$ cat src/rtl/rsp_scan_pkg.sv
`timescale 1ns/1ps
package rsp_scan_pkg;

  typedef enum logic [2:0] {
    ST_IDLE, ST_ECHO, ST_STAT, ST_HUNT, ST_DATA, ST_CRCH, ST_CRCL
  } scan_st_e;

  typedef enum logic [2:0] {
    RC_OK      = 3'd0,
    RC_CMD     = 3'd1,
    RC_STATUS  = 3'd2,
    RC_NOSTART = 3'd3,
    RC_CRC     = 3'd4
  } rsp_code_e;

  localparam logic [15:0] CRC_POLY = 16'h1021;
  localparam logic [15:0] CRC_SEED = 16'hFFFF;

  // One byte of an MSB-first CRC-16 update.
  function automatic logic [15:0] crc16_step(input logic [15:0] cur,
                                             input logic [7:0]  b,
                                             input logic [15:0] poly);
    logic [15:0] c;
    c = cur ^ {b, 8'h00};
    for (int k = 0; k < 8; k++) begin
      c = c[15] ? ((c << 1) ^ poly) : (c << 1);
    end
    return c;
  endfunction

endpackage

$ cat src/rtl/rsp_crc16.sv
`timescale 1ns/1ps
module rsp_crc16 #(
  parameter logic [15:0] POLY = 16'h1021,
  parameter logic [15:0] SEED = 16'hFFFF
) (
  input  logic        clk,
  input  logic        rst_n,
  input  logic        clr_i,
  input  logic        en_i,
  input  logic [7:0]  byte_i,
  output logic [15:0] crc_o
);
  import rsp_scan_pkg::*;

  logic [15:0] crc_q, crc_d;

  always_comb begin
    crc_d = crc_q;
    if (clr_i)     crc_d = SEED;
    else if (en_i) crc_d = crc16_step(crc_q, byte_i, POLY);
  end

  always_ff @(posedge clk or negedge rst_n) begin
    if (!rst_n)              crc_q <= SEED;
    else if (clr_i || en_i)  crc_q <= crc_d;
  end

  assign crc_o = crc_q;

  // clearing re-seeds the accumulator
  p_seed_r8: assert property (@(posedge clk) disable iff (!rst_n)
    clr_i |=> (crc_o == SEED));

endmodule

$ cat src/rtl/rsp_word_asm.sv
`timescale 1ns/1ps
module rsp_word_asm #(
  parameter int NBYTES = 4,
  localparam int WW = 8 * NBYTES
) (
  input  logic          clk,
  input  logic          rst_n,
  input  logic          clr_i,
  input  logic          shift_i,
  input  logic [7:0]    byte_i,
  output logic [WW-1:0] word_o
);
  logic [WW-1:0] word_q, word_d;

  generate
    if (NBYTES > 1) begin : g_multi
      always_comb begin
        word_d = word_q;
        if (clr_i)        word_d = '0;
        else if (shift_i) word_d = {word_q[WW-9:0], byte_i};
      end
    end else begin : g_single
      always_comb begin
        word_d = word_q;
        if (clr_i)        word_d = '0;
        else if (shift_i) word_d = byte_i;
      end
    end
  endgenerate

  always_ff @(posedge clk or negedge rst_n) begin
    if (!rst_n)                word_q <= '0;
    else if (clr_i || shift_i) word_q <= word_d;
  end

  assign word_o = word_q;

  // newest byte lands in the low lane
  p_shift_r7: assert property (@(posedge clk) disable iff (!rst_n)
    (shift_i && !clr_i) |=> (word_o[7:0] == $past(byte_i)));

  // without a shift or clear the word holds
  p_hold_r10: assert property (@(posedge clk) disable iff (!rst_n)
    (!shift_i && !clr_i) |=> $stable(word_o));

endmodule

$ cat src/rtl/rsp_scan.sv
`timescale 1ns/1ps
module rsp_scan #(
  parameter int        WIN    = 8,
  parameter int        NBYTES = 4,
  parameter logic [3:0] MARK  = 4'hF,
  localparam int       WW     = 8 * NBYTES
) (
  input  logic          clk,
  input  logic          rst_n,
  input  logic          start_i,
  input  logic [7:0]    opcode_i,
  input  logic          clockless_i,
  input  logic          crc_en_i,
  input  logic          rx_valid_i,
  input  logic [7:0]    rx_byte_i,
  output logic [WW-1:0] word_o,
  output logic          done_o,
  output logic [2:0]    err_o
);
  import rsp_scan_pkg::*;

  localparam int CNT_W = (WIN > 1) ? $clog2(WIN) : 1;
  localparam int IDX_W = (NBYTES > 1) ? $clog2(NBYTES) : 1;
  localparam logic [CNT_W-1:0] CNT_LAST = CNT_W'(WIN - 1);
  localparam logic [IDX_W-1:0] IDX_LAST = IDX_W'(NBYTES - 1);

  scan_st_e        st_q, st_d;
  logic [CNT_W-1:0] cnt_q, cnt_d;
  logic [IDX_W-1:0] idx_q, idx_d;
  logic [7:0]      op_q, op_d;
  logic            cl_q, cl_d;
  logic            chk_q, chk_d;
  logic [7:0]      hi_q, hi_d;
  logic            done_q, done_d;
  rsp_code_e       err_q, err_d;
  logic            crc_clr, crc_upd, w_clr, w_shift;
  logic [15:0]     crc_w;
  logic            is_mark;

  assign is_mark = (rx_byte_i[7:4] == MARK);

  // next-state logic
  always_comb begin
    st_d    = st_q;
    cnt_d   = cnt_q;
    idx_d   = idx_q;
    op_d    = op_q;
    cl_d    = cl_q;
    chk_d   = chk_q;
    hi_d    = hi_q;
    done_d  = 1'b0;
    err_d   = RC_OK;
    crc_clr = 1'b0;
    crc_upd = 1'b0;
    w_clr   = 1'b0;
    w_shift = 1'b0;
    if (start_i) begin
      st_d    = ST_ECHO;
      op_d    = opcode_i;
      cl_d    = clockless_i;
      chk_d   = crc_en_i & ~clockless_i;
      cnt_d   = '0;
      idx_d   = '0;
      crc_clr = 1'b1;
      w_clr   = 1'b1;
    end else if (rx_valid_i) begin
      unique case (st_q)
        ST_ECHO: begin
          if (!cl_q && (rx_byte_i != op_q)) begin
            st_d = ST_IDLE; done_d = 1'b1; err_d = RC_CMD;
          end else begin
            st_d = ST_STAT;
          end
        end
        ST_STAT: begin
          if (!cl_q && (rx_byte_i != 8'h00)) begin
            st_d = ST_IDLE; done_d = 1'b1; err_d = RC_STATUS;
          end else begin
            st_d  = ST_HUNT;
            cnt_d = '0;
          end
        end
        ST_HUNT: begin
          if (is_mark) begin
            st_d  = ST_DATA;
            idx_d = '0;
          end else if (cnt_q == CNT_LAST) begin
            st_d = ST_IDLE; done_d = 1'b1; err_d = RC_NOSTART;
          end else begin
            cnt_d = cnt_q + CNT_W'(1);
          end
        end
        ST_DATA: begin
          w_shift = 1'b1;
          crc_upd = 1'b1;
          if (idx_q == IDX_LAST) begin
            if (chk_q) begin
              st_d = ST_CRCH;
            end else begin
              st_d = ST_IDLE; done_d = 1'b1; err_d = RC_OK;
            end
          end else begin
            idx_d = idx_q + IDX_W'(1);
          end
        end
        ST_CRCH: begin
          hi_d = rx_byte_i;
          st_d = ST_CRCL;
        end
        ST_CRCL: begin
          st_d   = ST_IDLE;
          done_d = 1'b1;
          err_d  = ({hi_q, rx_byte_i} == crc_w) ? RC_OK : RC_CRC;
        end
        default: st_d = ST_IDLE;
      endcase
    end
  end

  // state registers
  always_ff @(posedge clk or negedge rst_n) begin
    if (!rst_n) begin
      st_q   <= ST_IDLE;
      cnt_q  <= '0;
      idx_q  <= '0;
      op_q   <= '0;
      cl_q   <= 1'b0;
      chk_q  <= 1'b0;
      hi_q   <= '0;
      done_q <= 1'b0;
      err_q  <= RC_OK;
    end else begin
      st_q   <= st_d;
      cnt_q  <= cnt_d;
      idx_q  <= idx_d;
      op_q   <= op_d;
      cl_q   <= cl_d;
      chk_q  <= chk_d;
      hi_q   <= hi_d;
      done_q <= done_d;
      err_q  <= err_d;
    end
  end

  rsp_crc16 #(.POLY(CRC_POLY), .SEED(CRC_SEED)) u_crc (
    .clk    (clk),
    .rst_n  (rst_n),
    .clr_i  (crc_clr),
    .en_i   (crc_upd),
    .byte_i (rx_byte_i),
    .crc_o  (crc_w)
  );

  rsp_word_asm #(.NBYTES(NBYTES)) u_word (
    .clk     (clk),
    .rst_n   (rst_n),
    .clr_i   (w_clr),
    .shift_i (w_shift),
    .byte_i  (rx_byte_i),
    .word_o  (word_o)
  );

  assign done_o = done_q;
  assign err_o  = err_q;

  // echo mismatch ends the scan with code 1
  p_echo_chk_r2: assert property (@(posedge clk) disable iff (!rst_n)
    (st_q == ST_ECHO && rx_valid_i && !start_i && !cl_q && rx_byte_i != op_q)
      |=> (done_o && err_o == 3'd1));

  // nonzero status ends the scan with code 2
  p_status_chk_r3: assert property (@(posedge clk) disable iff (!rst_n)
    (st_q == ST_STAT && rx_valid_i && !start_i && !cl_q && rx_byte_i != 8'h00)
      |=> (done_o && err_o == 3'd2));

  // clockless echo and status never complete the scan
  p_clockless_r4: assert property (@(posedge clk) disable iff (!rst_n)
    ((st_q == ST_ECHO || st_q == ST_STAT) && rx_valid_i && !start_i && cl_q)
      |=> !done_o);

  // a non-marker at the window limit reports missing start
  p_window_r6: assert property (@(posedge clk) disable iff (!rst_n)
    (st_q == ST_HUNT && rx_valid_i && !start_i && !is_mark && cnt_q == CNT_LAST)
      |=> (done_o && err_o == 3'd3));

  // the checked CRC word agrees with the accumulator
  p_crc_cmp_r8: assert property (@(posedge clk) disable iff (!rst_n)
    (st_q == ST_CRCL && rx_valid_i && !start_i && {hi_q, rx_byte_i} != crc_w)
      |=> (done_o && err_o == 3'd4));

  // completion is a single-cycle pulse, code quiet otherwise
  p_done_pulse_r9: assert property (@(posedge clk) disable iff (!rst_n)
    done_o |=> !done_o);
  p_err_quiet_r9: assert property (@(posedge clk) disable iff (!rst_n)
    !done_o |-> (err_o == 3'd0));

  // an idle scanner never completes
  p_idle_r10: assert property (@(posedge clk) disable iff (!rst_n)
    (st_q == ST_IDLE && !start_i) |=> !done_o);

endmodule

$ cat config.mk
export PLATFORM = sky130hd
export DESIGN_NAME = rsp_scan
export DESIGN_NICKNAME = d
export VERILOG_FILES = /design/src/rtl/rsp_scan_pkg.sv /design/src/rtl/rsp_crc16.sv /design/src/rtl/rsp_word_asm.sv /design/src/rtl/rsp_scan.sv
export SDC_FILE = /design/constraint.sdc
export NUM_CORES = 1
export LEC_CHECK = 0
export ABC_AREA = 1
export BUFFER_PORTS_ARGS = -buffer_cell sky130_fd_sc_hd__buf_2
export CORE_UTILIZATION = 55
export DETAILED_ROUTE_END_ITERATION = 10
export GPL_ROUTABILITY_DRIVEN = 0
export PLACE_DENSITY = 0.77
export RECOVER_POWER = 25
export SLEW_MARGIN = 20
export SYNTH_ARGS = -nofsm -noshare
export SYNTH_HDL_FRONTEND = slang
export SYNTH_SLANG_ARGS = --single-unit
$ cat constraint.sdc
create_clock -name clk -period 3.2 [get_ports clk]
set_clock_uncertainty 0.2 [all_clocks]
set_input_delay 0.8 -clock clk [delete_from_list [all_inputs] [get_ports clk]]
set_output_delay 0.8 -clock clk [all_outputs]
set_load 0.05 [all_outputs]
# Yosys cells after proc, flatten, opt, wreduce, memory -nomap -nowiden
# Cells that the tools add are included.
[totals] reg_bits=78 latch_bits=0 ramBits=0 rom_bits=0 in_bits=22 out_inout_bits=36 word_cells=110 n_memories=0
[classes] add_sub_neg=2 multipliers=0 n_div=0 magnitude_cmp=0 eq_ne=18 shifts=0 muxes=53 bitwise=12 reduce_logical=14
[op_table] op="13-bit 2-to-1 mux" count=8
[op_table] op="32-bit 2-to-1 mux" count=2
[op_table] op="3-bit 2-to-1 mux" count=14
[op_table] op="16-bit 2-to-1 mux" count=2
[op_table] op="3-bit inverter" count=8
[op_table] op="2-bit 2-to-1 mux" count=9
[op_table] op="3-bit inequality test (second input constant)" count=6
[op_table] op="16-bit equality test" count=1
[op_table] op="16-bit bitwise XOR" count=1
[op_table] op="3-bit case mux with 5 select lines" count=1
[op_table] op="1-bit 2-to-1 mux" count=13
[op_table] op="3-bit equality test (second input constant)" count=4
[op_table] op="3-bit case mux with 4 select lines" count=1
[op_table] op="8-bit inequality test" count=1
[op_table] op="8-bit nonzero test" count=1
[op_table] op="3-bit by 2-bit equality test with 1-bit output (second input constant)" count=2
[op_table] op="3-bit case mux with 2 select lines" count=1
[op_table] op="3-bit AND reduction" count=2
[op_table] op="3-bit nonzero test" count=2
[op_table] op="1-bit case mux with 5 select lines" count=1
[op_table] op="5-bit AND reduction" count=1
[op_table] op="4-bit equality test (second input constant)" count=1
[op_table] op="4-bit inequality test (second input constant)" count=1
[op_table] op="2-bit case mux with 2 select lines" count=1
[op_table] op="other kinds (12)" count=15

# Depth between registers and ports, before layout
# Gate-level depths: netlist of the first run.
[logic_depth] depth_word=19 ltp_mapped=12 ltp_nobuf=11

# By module
# Synthesis of the first run repeated with hierarchy kept, for this count alone.
[unflattened] cells_unflattened=548 area_unflattened_um2=4234.1
[modules_own_cells] module="rsp_scan" instances=1 cells_per_inst=230 area_per_inst_um2=1742.9 seq_area_each_um2=750.7
[modules_own_cells] module="rsp_word_asm" instances=1 cells_per_inst=140 area_per_inst_um2=1351.3 seq_area_each_um2=800.8
[modules_own_cells] module="rsp_crc16" instances=1 cells_per_inst=178 area_per_inst_um2=1139.8 seq_area_each_um2=420.4

# Worst setup path before layout of the first run
# OpenSTA, ideal clock, no wires.
[synth_timing] kind="in2reg" startpoint="input port rx_byte_i[6]" endpoint="register u_crc.crc_q[14], in the netlist u_crc.crc_o[14]" setup_ns=0.076 t_arrival_ns=1.699 required_time_ns=2.924 slack_ns=1.225 path_stages=7 path_buffers=1 path_cell_list="buf_4 xnor2_2 or2_2 nand2_2 nor2_1 o21bai_1 inv_1"
[synth_via] elab_chain_len=5
[synth_lines] item="start: declaration" line="rsp_scan.sv:15" rtl="input logic [7:0] rx_byte_i,"
[synth_lines] item="16-bit bitwise XOR" line="rsp_scan_pkg.sv:24" rtl="c = cur ^ {b, 8'h00};"
[synth_lines] item="13-bit 2-to-1 mux (2 in series)" line="rsp_scan_pkg.sv:26" rtl="c = c[15] ? ((c << 1) ^ poly) : (c << 1);"
[synth_lines] item="16-bit 2-to-1 mux" line="rsp_crc16.sv:20" rtl="else if (en_i) crc_d = crc16_step(crc_q, byte_i, POLY);"
[synth_lines] item="16-bit 2-to-1 mux" line="rsp_crc16.sv:19" rtl="if (clr_i) crc_d = SEED;"
[synth_lines] item="end signal: assignment" line="rsp_crc16.sv:25" rtl="else if (clr_i || en_i) crc_q <= crc_d;"
[synth_lines] item="end: declaration" line="rsp_crc16.sv:15" rtl="logic [15:0] crc_q, crc_d;"
# Every way passes these cells. The select of a mux whose other input is x is not followed.
# A chain may end at the register's enable or synchronous reset.

# Worst setup path after layout of the first run
[layout_timing] startpoint="input port start_i" endpoint="register u_crc.crc_q[9], in the netlist u_crc.crc_o[9]"
[layout_via] elab_chain_len=3 word_cells_on_any_way=6 cone_classes="mux: 3; reduce/logical: 3"
[layout_lines] item="start: declaration" line="rsp_scan.sv:10" rtl="input logic start_i,"
[layout_lines] item="1-bit 2-to-1 mux" line="rsp_scan.sv:57" rtl="if (start_i) begin"
[layout_lines] item="2-bit nonzero test (no line) / 1-bit logical OR (equally long branches)"
[layout_lines] item="2-bit AND reduction (no line)"
# Several ways; a longest one is shown, not always the timed one.

==> results of run 1 <==
==> Yosys cell counts (2+ instances only) <==
cell type	number	area, µm²
a21oi_1	11	55.05
a22oi_1	2	15.01
buf_2	5	25.02
buf_4	5	37.54
buf_6	2	22.52
dfrtp_1	62	1551
dfstp_2	16	420.4
ha_1	3	37.54
inv_1	65	244.0
inv_2	6	22.52
nand2_1	111	416.7
nand2_2	4	25.02
nand3_1	16	80.08
nand3_2	3	30.03
nand4_1	4	25.02
nor2_1	28	105.1
nor3_1	6	30.03
o21ai_0	23	115.1
o21ai_1	7	35.03
o21bai_1	4	30.03
o22ai_1	27	168.9
or2_0	3	18.77
or2_2	3	18.77
xnor2_1	14	122.6
xnor2_2	2	32.53
xor2_1	12	105.1
==> registers in the layout, summed over array words and instances, names as in the netlist <==
name and flops:
chk_q 1, done_o 1, st_q 3, op_q 8, cl_q 1, u_crc.crc_o 16
u_word.word_o 32, hi_q 8, cnt_q 3, idx_q 2, err_o 3
==> report_power, final <==
part           switching, mW  internal, mW  leakage (nW)
registers             0.0144          1.00          1.01
logic                  0.128        0.0561          1.11
clock network          0.376         0.364        0.0891
total                  0.518          1.42          2.21
==> layout make-up <==
class / count / area [µm²]
tap: 96 / 120.1
timing repair buffer: 59 / 300.3
fill: 562 / 2382
clock inverter: 6 / 70.07
clock buffer: 10 / 127.6
inverter: 71 / 266.5
multi-input combinational: 293 / 1555
sequential: 78 / 1972
==> routing by layer <==
| metal | share of wire, % | global-route usage [%] | up-vias |
|---|---|---|---|
| li1 | - | - | 1567 |
| met1 | 47 | 36.00 | 1491 |
| met2 | 46 | 39.47 | 91 |
| met3 | 5.1 | 3.850 | 16 |
| met4 | 2.3 | 11.06 | 0 |
| met5 | 0 | 0 | - |
==> cells by family (layout without fill, tap and decap cells) <==
| kind of cell | after synthesis | in the layout |
|---|---|---|
| and+or+nand+nor | 184 | 184 |
| buffers and inverters | 84 | 146 |
| AOI/OAI and AO/OA | 78 | 78 |
| DFF | 78 | 78 |
| xor gates and xnor gates | 28 | 28 |
| adders and majority gates | 3 | 3 |
==> worst max-delay path, stage by stage <==
cell     delay [ps]
buf_2           200
inv_1           370
nand2_2         220
nor2_8          270
inv_2           270
o22ai_1         240
inv_1            50
==> per-stage QoR <==
stage / instance area [µm²] / power [mW]
after CTS: 4414 / 1.958
final: 4412 / 1.940
after global placement: 4217 / 1.214
after global routing: 4412 / 2.024
after floorplan: 3882 / 1.151
after detailed placement: 4217 / 1.218
==> worst max-delay path by stage <==
stage / to / cells past startpoint
finish: u_crc.crc_o[9] / 7
global route: u_word.word_o[15] / 1
CTS: u_word.word_o[15] / 6
detailed placement: u_word.word_o[12] / 6
global placement: u_crc.crc_o[9] / 7
floorplan: u_crc.crc_o[14] / 7
==> run_results.csv, run 1 <==
group,metric,value,unit
synthesis,ys_async_sr_fraction,100.0,%
layout,final_cell_mix,"nand2_1, inv_1, dfrtp_1",
outcome,violations,"capacitance limit, slew limit",
place,port_buffers,57,
sta,finalMaxSlewViolations,79,
setup_path,timing.rr.start,"st_q[0]",
synthesis,synth_flop_cell,"dfrtp_1",
sta,slew-limit-headroom,-24.35,%
layout,final_nets,537,
sta,finalCriticalPeriod,2362,ps
detailed_routing,drtPass1Iterations,4,
floorplan,start_util,57.15,%
setup_path,end_kind,"flip-flop",
layout,final_common_cell,"nand2_1",
place,dp.cells,597,
worst_hold_path,hold_start,"u_word.word_o[25]",
cts,cts-htree-levels,3,
worst_hold_path,hold_path_class,"flip-flop to flip-flop",
place,pre_cts_ws,646.7,ps
sta,fmax,423.4,MHz
layout,syn2layout_area_growth,13.63,%
synthesis,synth-seq-cells,78,
grt,grt_pass1_vias,3105,
cts,path_clk_slew,80,ps
grt,grt_pass1_wl,14640,µm
cts,cts_resized,0,
sta,fin_setup_tns,0,ps
cts,cts_max_path_buffers,2,
detailed_routing,ant_nets,0,
synthesis,synth_top_family_by_area,"simple AND/OR/NAND/NOR gates",
grt,grt_usage,25.57,%
synthesis,synth_cells,455,
grt,overflow,0,
detailed_routing,drc,0,
synthesis,synth_compound_area_share,11.60,%
detailed_routing,viasPerCell,5.163,
setup_path,r2r_end,"u_word.word_o[12]",
synthesis,synth_edf_count,0,
setup_path,critPathArrivalTime,2450,ps
synthesis,netlist_area,3882,µm²
floorplan,fp-row-count,30,
sta,setup_viol,0,
floorplan,io_pins,58,
setup_path,critPathKind,"primary input to flip-flop",
synthesis,yosys_warnings,0,
floorplan,core_area,6794,µm²
worst_hold_path,min_to,"u_word.word_o[25]",
cts,cts_root_buffer,"clkbuf_8",
power_and_ir_drop,ir_drop,0.2160,mV
cts,cts_inserted_buffers,9,
setup_path,timing.reg2reg.setup_slack,1160,ps
synthesis,syn_nets,480,
synthesis,synth_simple_gate_area_share,20.79,%
sta,rsz0062_at_grt,"no",
synthesis,seq_area_frac_synth,50.79,%
synthesis,synth_xor_area_share,6.703,%
grt,grt_max_degree,79,
synthesis,synth.area.mux_share,0,%
setup_path,critPathLaunch,"start_i",
detailed_routing,routed_wl,8418,µm
layout,finalNonFillerCells,613,
layout,finish.utilization,64.94,%
floorplan,die_x,86.02,µm
detailed_routing,drt_iter0_drc,163,
outcome,status,"complete, but fails checks",
setup_path,r2r.worst_path.cells,7,
grt,antenna_found_initial,0,
sta,setup_slack,838.3,ps
power_and_ir_drop,powerDensity,439.8,nW/µm²
cts,clock_sinks,78,
flow_run,cap_violations,1,
sta,post-route-period-util,73.80,%
synthesis,syn_avg_cell_area,8.533,µm²
setup_path,path_max_fanout,35,
synthesis,synth_fa_ha_area_share,0.9668,%
sta,worst_slew_pin_slew,1865,ps
floorplan,die_y,86.02,µm
worst_hold_path,hold_depth,2,
sta,final_hold_viol_count,0,
power_and_ir_drop,p_leak,2.213,nW
cts,cts_tree,"done",
floorplan,die_area,7399,µm²
setup_path,start_kind,"primary input",
detailed_routing,wl_per_cell,13.73,µm
layout,drive_above_1_share,21.47,%
setup_path,critical_path_required,3290,ps
sta,timing.hold.ws,284.8,ps
place,dpl.hpwl,5862,µm
layout,antenna_cells,0,
detailed_routing,dr_total_vias,3165,
cts,clock_latency,350,ps
synthesis,synth_cell_types,37,
cts,cts_setup_buffers,0,
cts,cts_hold_buf,0,
(Power assumes the default switching activity.)
==> run 2: changes to the inputs <==
Clock period 3.2 ns to 2.3 ns, I/O delays scaled along.
==> run 2 against run 1 <==
  * The run now ends clean
  * Global-route usage decreased by 0.79 points
  * Via count decreased by 0.63%
  * Power increased by 40%
  * Clock power increased by 41%
  * Critical path depth decreased by 1
  * First-iteration DRC count increased by 8.6%
  * Die area unchanged
  * Wire length increased by 0.90%
  * Setup slack got worse by 440 ps
  * Sequential power increased by 39%
  * Final cell count increased by 0.65%
  * Sequential cell count unchanged
  * Critical path type unchanged
  * Highest routed layer unchanged
==> run_results.csv, run 2 (same netlist as run 1, synthesis figures left out) <==
group,metric,value,unit
power_and_ir_drop,ir_drop,0.2963,mV
sta,fin_setup_tns,0,ps
detailed_routing,drtPass1Iterations,4,
floorplan,die_area,7399,µm²
grt,grt_pass1_wl,13940,µm
sta,finalCriticalPeriod,1901,ps
cts,cts_setup_buffers,0,
floorplan,die_y,86.02,µm
setup_path,critPathArrivalTime,1970,ps
layout,finalNonFillerCells,617,
detailed_routing,drc,0,
setup_path,critPathMaxStageDelay,360,ps
worst_hold_path,hold_path_class,"primary input to flip-flop",
setup_path,path_max_fanout,17,
cts,path_clk_slew,80,ps
worst_hold_path,min_to,"op_q[2]",
place,port_buffers,57,
layout,final_cell_mix,"nand2_1, inv_1, dfrtp_1",
setup_path,timing.reg2reg.setup_slack,500,ps
layout,final_nets,541,
sta,post-route-period-util,82.63,%
power_and_ir_drop,p_sw,0.7081,mW
grt,grt_pass1_vias,2948,
setup_path,critical_path_required,2370,ps
power_and_ir_drop,p_int,2.011,mW
grt,antenna_found_initial,0,
sta,setup_viol,0,
power_and_ir_drop,switching_share,26.04,%
setup_path,critPathSlowestCell,"inv_1",
sta,slew-limit-headroom,40.65,%
grt,overflow,0,
sta,finalMaxSlewViolations,0,
cts,cts_max_path_buffers,2,
place,dpl.hpwl,6009,µm
floorplan,io_pins,58,
cts,clock_sinks,78,
sta,rsz0062_at_grt,"no",
setup_path,crit_chain,"buf_2, inv_1, nand2_2, inv_1, nand2_2, o21ai_0",
power_and_ir_drop,sequentialPowerShare,52.0,%
layout,drive_above_1_share,21.88,%
power_and_ir_drop,powerDensity,606.4,nW/µm²
cts,cts_inserted_buffers,9,
layout,nFillCells,565,
power_and_ir_drop,combPwrFrac,9.8,%
worst_hold_path,hold_start,"opcode_i[2]",
cts,cts_root_buffer,"clkbuf_8",
layout,finish.utilization,66.00,%
floorplan,die_x,86.02,µm
setup_path,start_kind,"primary input",
detailed_routing,ant_nets,0,
setup_path,r2r.worst_path.cells,9,
grt,grt_max_degree,45,
layout,antenna_cells,0,
cts,cts_tree,"done",
layout,final_common_cell,"nand2_1",
flow_run,cap_violations,0,
worst_hold_path,hold_depth,3,
sta,timing.hold.ws,213.2,ps
cts,clock_latency,350,ps
sta,final_hold_viol_count,0,
cts,cts-htree-levels,3,
grt,grt_usage,24.78,%
setup_path,timing.rr.start,"st_q[0]",
place,dp.cells,600,
detailed_routing,viasPerCell,5.097,
setup_path,end_kind,"flip-flop",
setup_path,r2r_end,"st_q[1]",
sta,fmax,526.2,MHz
detailed_routing,drt_iter0_drc,177,
power_and_ir_drop,p_leak,2.253,nW
power_and_ir_drop,power_frac_clock,38.2,%
setup_path,critPathKind,"primary input to flip-flop",
floorplan,start_util,57.15,%
outcome,status,"complete, no violations",
floorplan,fp-row-count,30,
layout,syn2layout_area_growth,15.50,%
sta,worst_slew_pin_slew,890.2,ps
detailed_routing,dr_total_vias,3145,
layout,largest_reg_flops,32,
detailed_routing,wl_per_cell,13.77,µm
floorplan,core_area,6794,µm²
detailed_routing,routed_wl,8494,µm
power_and_ir_drop,totalPowerFinal,2.719,mW
## run 2: cell types whose count changed in the layout (fill, tap and decap cells not counted)
cell / change
clkinv_2: +1
inv_6: -1
clkinvlp_4: -1
buf_12: +3
dlygate4sd3_1: +1
clkbuf_8: +1
## run 2: power by group through the flow
| stage | Sequential, mW | Combinational (mW) | Clock, mW |
|---|---|---|---|
| floorplan | 1.44 | 0.160 | 0 |
| global placement | 1.44 | 0.259 | 0 |
| detailed placement | 1.44 | 0.264 | 0 |
| CTS | 1.41 | 0.267 | 1.06 |
| global route | 1.42 | 0.301 | 1.11 |
| finish | 1.42 | 0.266 | 1.04 |
## run 2: layer usage
layer	global-route usage, %	part of all wire, %	vias to the layer above
met1	33.99	48	1480
met4	11.36	1.8	0
met3	3.946	3.7	15
li1	-	-	1568
met5	0	0	-
met2	38.82	46	82
## run 2: area by class of cell
| type | instances | area [µm²] | share of cell area [%] |
|---|---|---|---|
| multi-input cells | 293 | 1555 | 34.68 |
| inverters | 71 | 266.5 | 5.943 |
| flip-flops and latches | 78 | 1972 | 43.97 |
| clock inverters | 5 | 58.81 | 1.311 |
| well taps | 96 | 120.1 | 2.679 |
| repair buffers | 63 | 370.4 | 8.259 |
| clock buffers | 11 | 141.4 | 3.153 |
## run 2: timing repair
action,in CTS,in global routing
hold endpoints to repair,34,0
hold buffers,1,0
gates resized for setup,0,0
setup endpoints to repair,0,0
## run 2: worst max-delay path by stage
stage | from | endpoint | slack (ps) | depth (start not counted)
floorplan | rx_byte_i[6] | u_crc.crc_o[14] | 550 | 7
global placement | start_i | u_crc.crc_o[6] | 270 | 8
detailed placement | start_i | hi_q[2] | 240 | 6
CTS | u_word.word_o[13] | word_o[13] | 530 | 1
global route | rst_n | u_crc.crc_o[13] | 240 | 3
finish | start_i | hi_q[6] | 400 | 6
## run 2: critical path, delay by kind of cell
kind            cells  cell delay, ps
compound gates      1             240
simple gates        2             400
buf+inv             3             750
## run 2: through the flow
step | worst slack [ps] | cell area, µm²
final | 399.4 | 4484
after global routing | 239.4 | 4484
after CTS | 525.2 | 4487
after detailed placement | 237.5 | 4277
after global placement | 271.9 | 4277
after floorplan | 549.9 | 3882
==> run 3: changes to the inputs <==
Settings changed: CORE_UTILIZATION 55 to 51, PLACE_DENSITY 0.77 to 0.75.
Clock period 2.3 ns to 1.6 ns, I/O delays scaled along.
==> run 3 against run 2 <==
  * The run now ends with setup timing left
  * Critical path type is now flip-flop to flip-flop
  * Clock-buffer cell count down 1
  * Global-route usage up 1.6 points
  * Critical path depth rose by 2
  * Utilization increased by 8.2 points
  * Highest routed layer unchanged
  * Die area up 7.7%
==> run_results.csv, run 3 (same netlist as run 1, synthesis figures left out) <==
group,metric,value,unit
setup_path,start_kind,"flip-flop",
worst_hold_path,min_to,"op_q[3]",
floorplan,die_area,7966,µm²
setup_path,end_kind,"flip-flop",
cts,cts_inserted_buffers,9,
sta,fin_setup_tns,-1187,ps
place,port_buffers,57,
power_and_ir_drop,ir_drop,0.4889,mV
sta,fmax,545.2,MHz
floorplan,die_x,89.25,µm
cts,cts_root_buffer,"clkbuf_8",
layout,syn2layout_area_growth,39.38,%
layout,multi_input_area,1887,µm²
flow_run,cap_violations,0,
setup_path,critPathArrivalTime,1860,ps
detailed_routing,dr_total_vias,3641,
floorplan,die_y,89.25,µm
detailed_routing,ant_nets,0,
setup_path,path_max_fanout,4,
sta,finalCriticalPeriod,1834,ps
setup_path,critPathKind,"flip-flop to flip-flop",
setup_path,r2r_end,"cnt_q[0]",
layout,final_nets,599,
place,dpl.hpwl,6723,µm
setup_path,critical_path_required,1630,ps
cts,cts_tree,"done",
cts,path_clk_slew,90,ps
floorplan,core_area,7292,µm²
power_and_ir_drop,powerDensity,739.7,nW/µm²
sta,slew-limit-headroom,72.74,%
outcome,violations,"setup timing",
layout,nFillCells,495,
floorplan,io_pins,58,
sta,finalMaxSlewViolations,0,
sta,setup_viol,27,
sta,worst_slew_pin_slew,408.9,ps
layout,finalNonFillerCells,678,
setup_path,r2r.worst_path.cells,8,
worst_hold_path,hold_depth,3,
cts,cts-htree-levels,3,
grt,grt_max_degree,46,
layout,largest_reg_flops,32,
grt,grt_pass1_vias,3282,
layout,drive_above_1_share,39.21,%
floorplan,start_util,53.24,%
floorplan,fp-row-count,31,
layout,finish.utilization,74.21,%
cts,clock_latency,350,ps
setup_path,timing.rr.start,"cnt_q[1]",
layout,final_common_cell,"nand2_1",
sta,post-route-period-util,114.6,%
detailed_routing,wl_per_cell,15.97,µm
worst_hold_path,hold_start,"opcode_i[3]",
cts,clock_sinks,78,
layout,final_cell_mix,"nand2_1, inv_1, dfrtp_1",
grt,grt_pass1_wl,15730,µm
detailed_routing,drt_iter0_drc,236,
layout,seqCellArea,1973,µm²
cts,cts_max_path_buffers,2,
detailed_routing,viasPerCell,5.370,
power_and_ir_drop,p_leak,2.628,nW
grt,antenna_found_initial,0,
sta,rsz0062_at_grt,"yes",
power_and_ir_drop,totalPowerFinal,4.003,mW
detailed_routing,routed_wl,10830,µm
sta,setup_slack,-234.2,ps
grt,grt_usage,26.43,%
sta,final_hold_viol_count,0,
place,dp.cells,642,
worst_hold_path,hold_path_class,"primary input to flip-flop",
setup_path,timing.reg2reg.setup_slack,-230,ps
layout,antenna_cells,0,
detailed_routing,drc,0,
detailed_routing,drtPass1Iterations,5,
grt,overflow,0,
outcome,status,"complete, but fails checks",
## run 3: critical path: stages (launching register included)
cell	delay, ps
dfrtp_1	410
ha_2	190
ha_4	180
a21oi_1	210
nand2_1	140
inv_2	100
nand3_4	90
nand3_1	90
o21ai_0	90
## run 3: report_power, final
group          total [mW]  internal, mW  switching (mW)
Sequential           2.03          2.01          0.0249
Combinational       0.578         0.233           0.346
Clock                1.39         0.614           0.780
## run 3: cell type report
cell class                      instances  share of cell area, %
Clock inverter                          6                 0.8555
Tap cell                               99                  2.289
Multi-Input combinational cell        293                  34.87
Timing Repair Buffer                  121                  17.83
Inverter                               71                  5.156
Sequential cell                        78                  36.46
Clock buffer                           10                  2.543
## run 3: worst max path at each step
| stage | startpoint | to | slack [ps] | depth (start not counted) |
|---|---|---|---|---|
| floorplan | rx_byte_i[6] | u_crc.crc_o[14] | 20 | 7 |
| global placement | rx_byte_i[6] | u_crc.crc_o[14] | -70 | 7 |
| detailed placement | rx_byte_i[6] | st_q[1] | -100 | 7 |
| CTS | st_q[0] | st_q[1] | -20 | 9 |
| global route | st_q[1] | cnt_q[0] | -280 | 9 |
| finish | cnt_q[1] | cnt_q[0] | -230 | 8 |
## run 3: per-layer routing
metal	up-vias	track usage, %	wire [µm]
met2	142	43.93	5438
li1	1693	-	-
met3	31	3.047	545
met5	-	0	0
met4	0	9.668	292
met1	1775	35.84	4548
## run 3: per-stage QoR
step | hold WS, ps | instance area [µm²] | worst slack, ps
final | 44.70 | 5411 | -234.2
after global routing | 59.51 | 5411 | -275.8
after global placement | 19.25 | 4611 | -68.17
after detailed placement | 16.64 | 4611 | -103.8
after CTS | 45.15 | 5021 | -24.87
after floorplan | -95.59 | 3882 | 24.94
## run 3: what timing repair did
action | CTS | global route
gates cloned | 1 | 4
hold buffers | 1 | 0
hold endpoints to repair | 62 | 0
resized for setup | 36 | 60
pin swaps | 3 | 10
endpoints found under the setup margin | 25 | 70
buffers inserted | 6 | 9
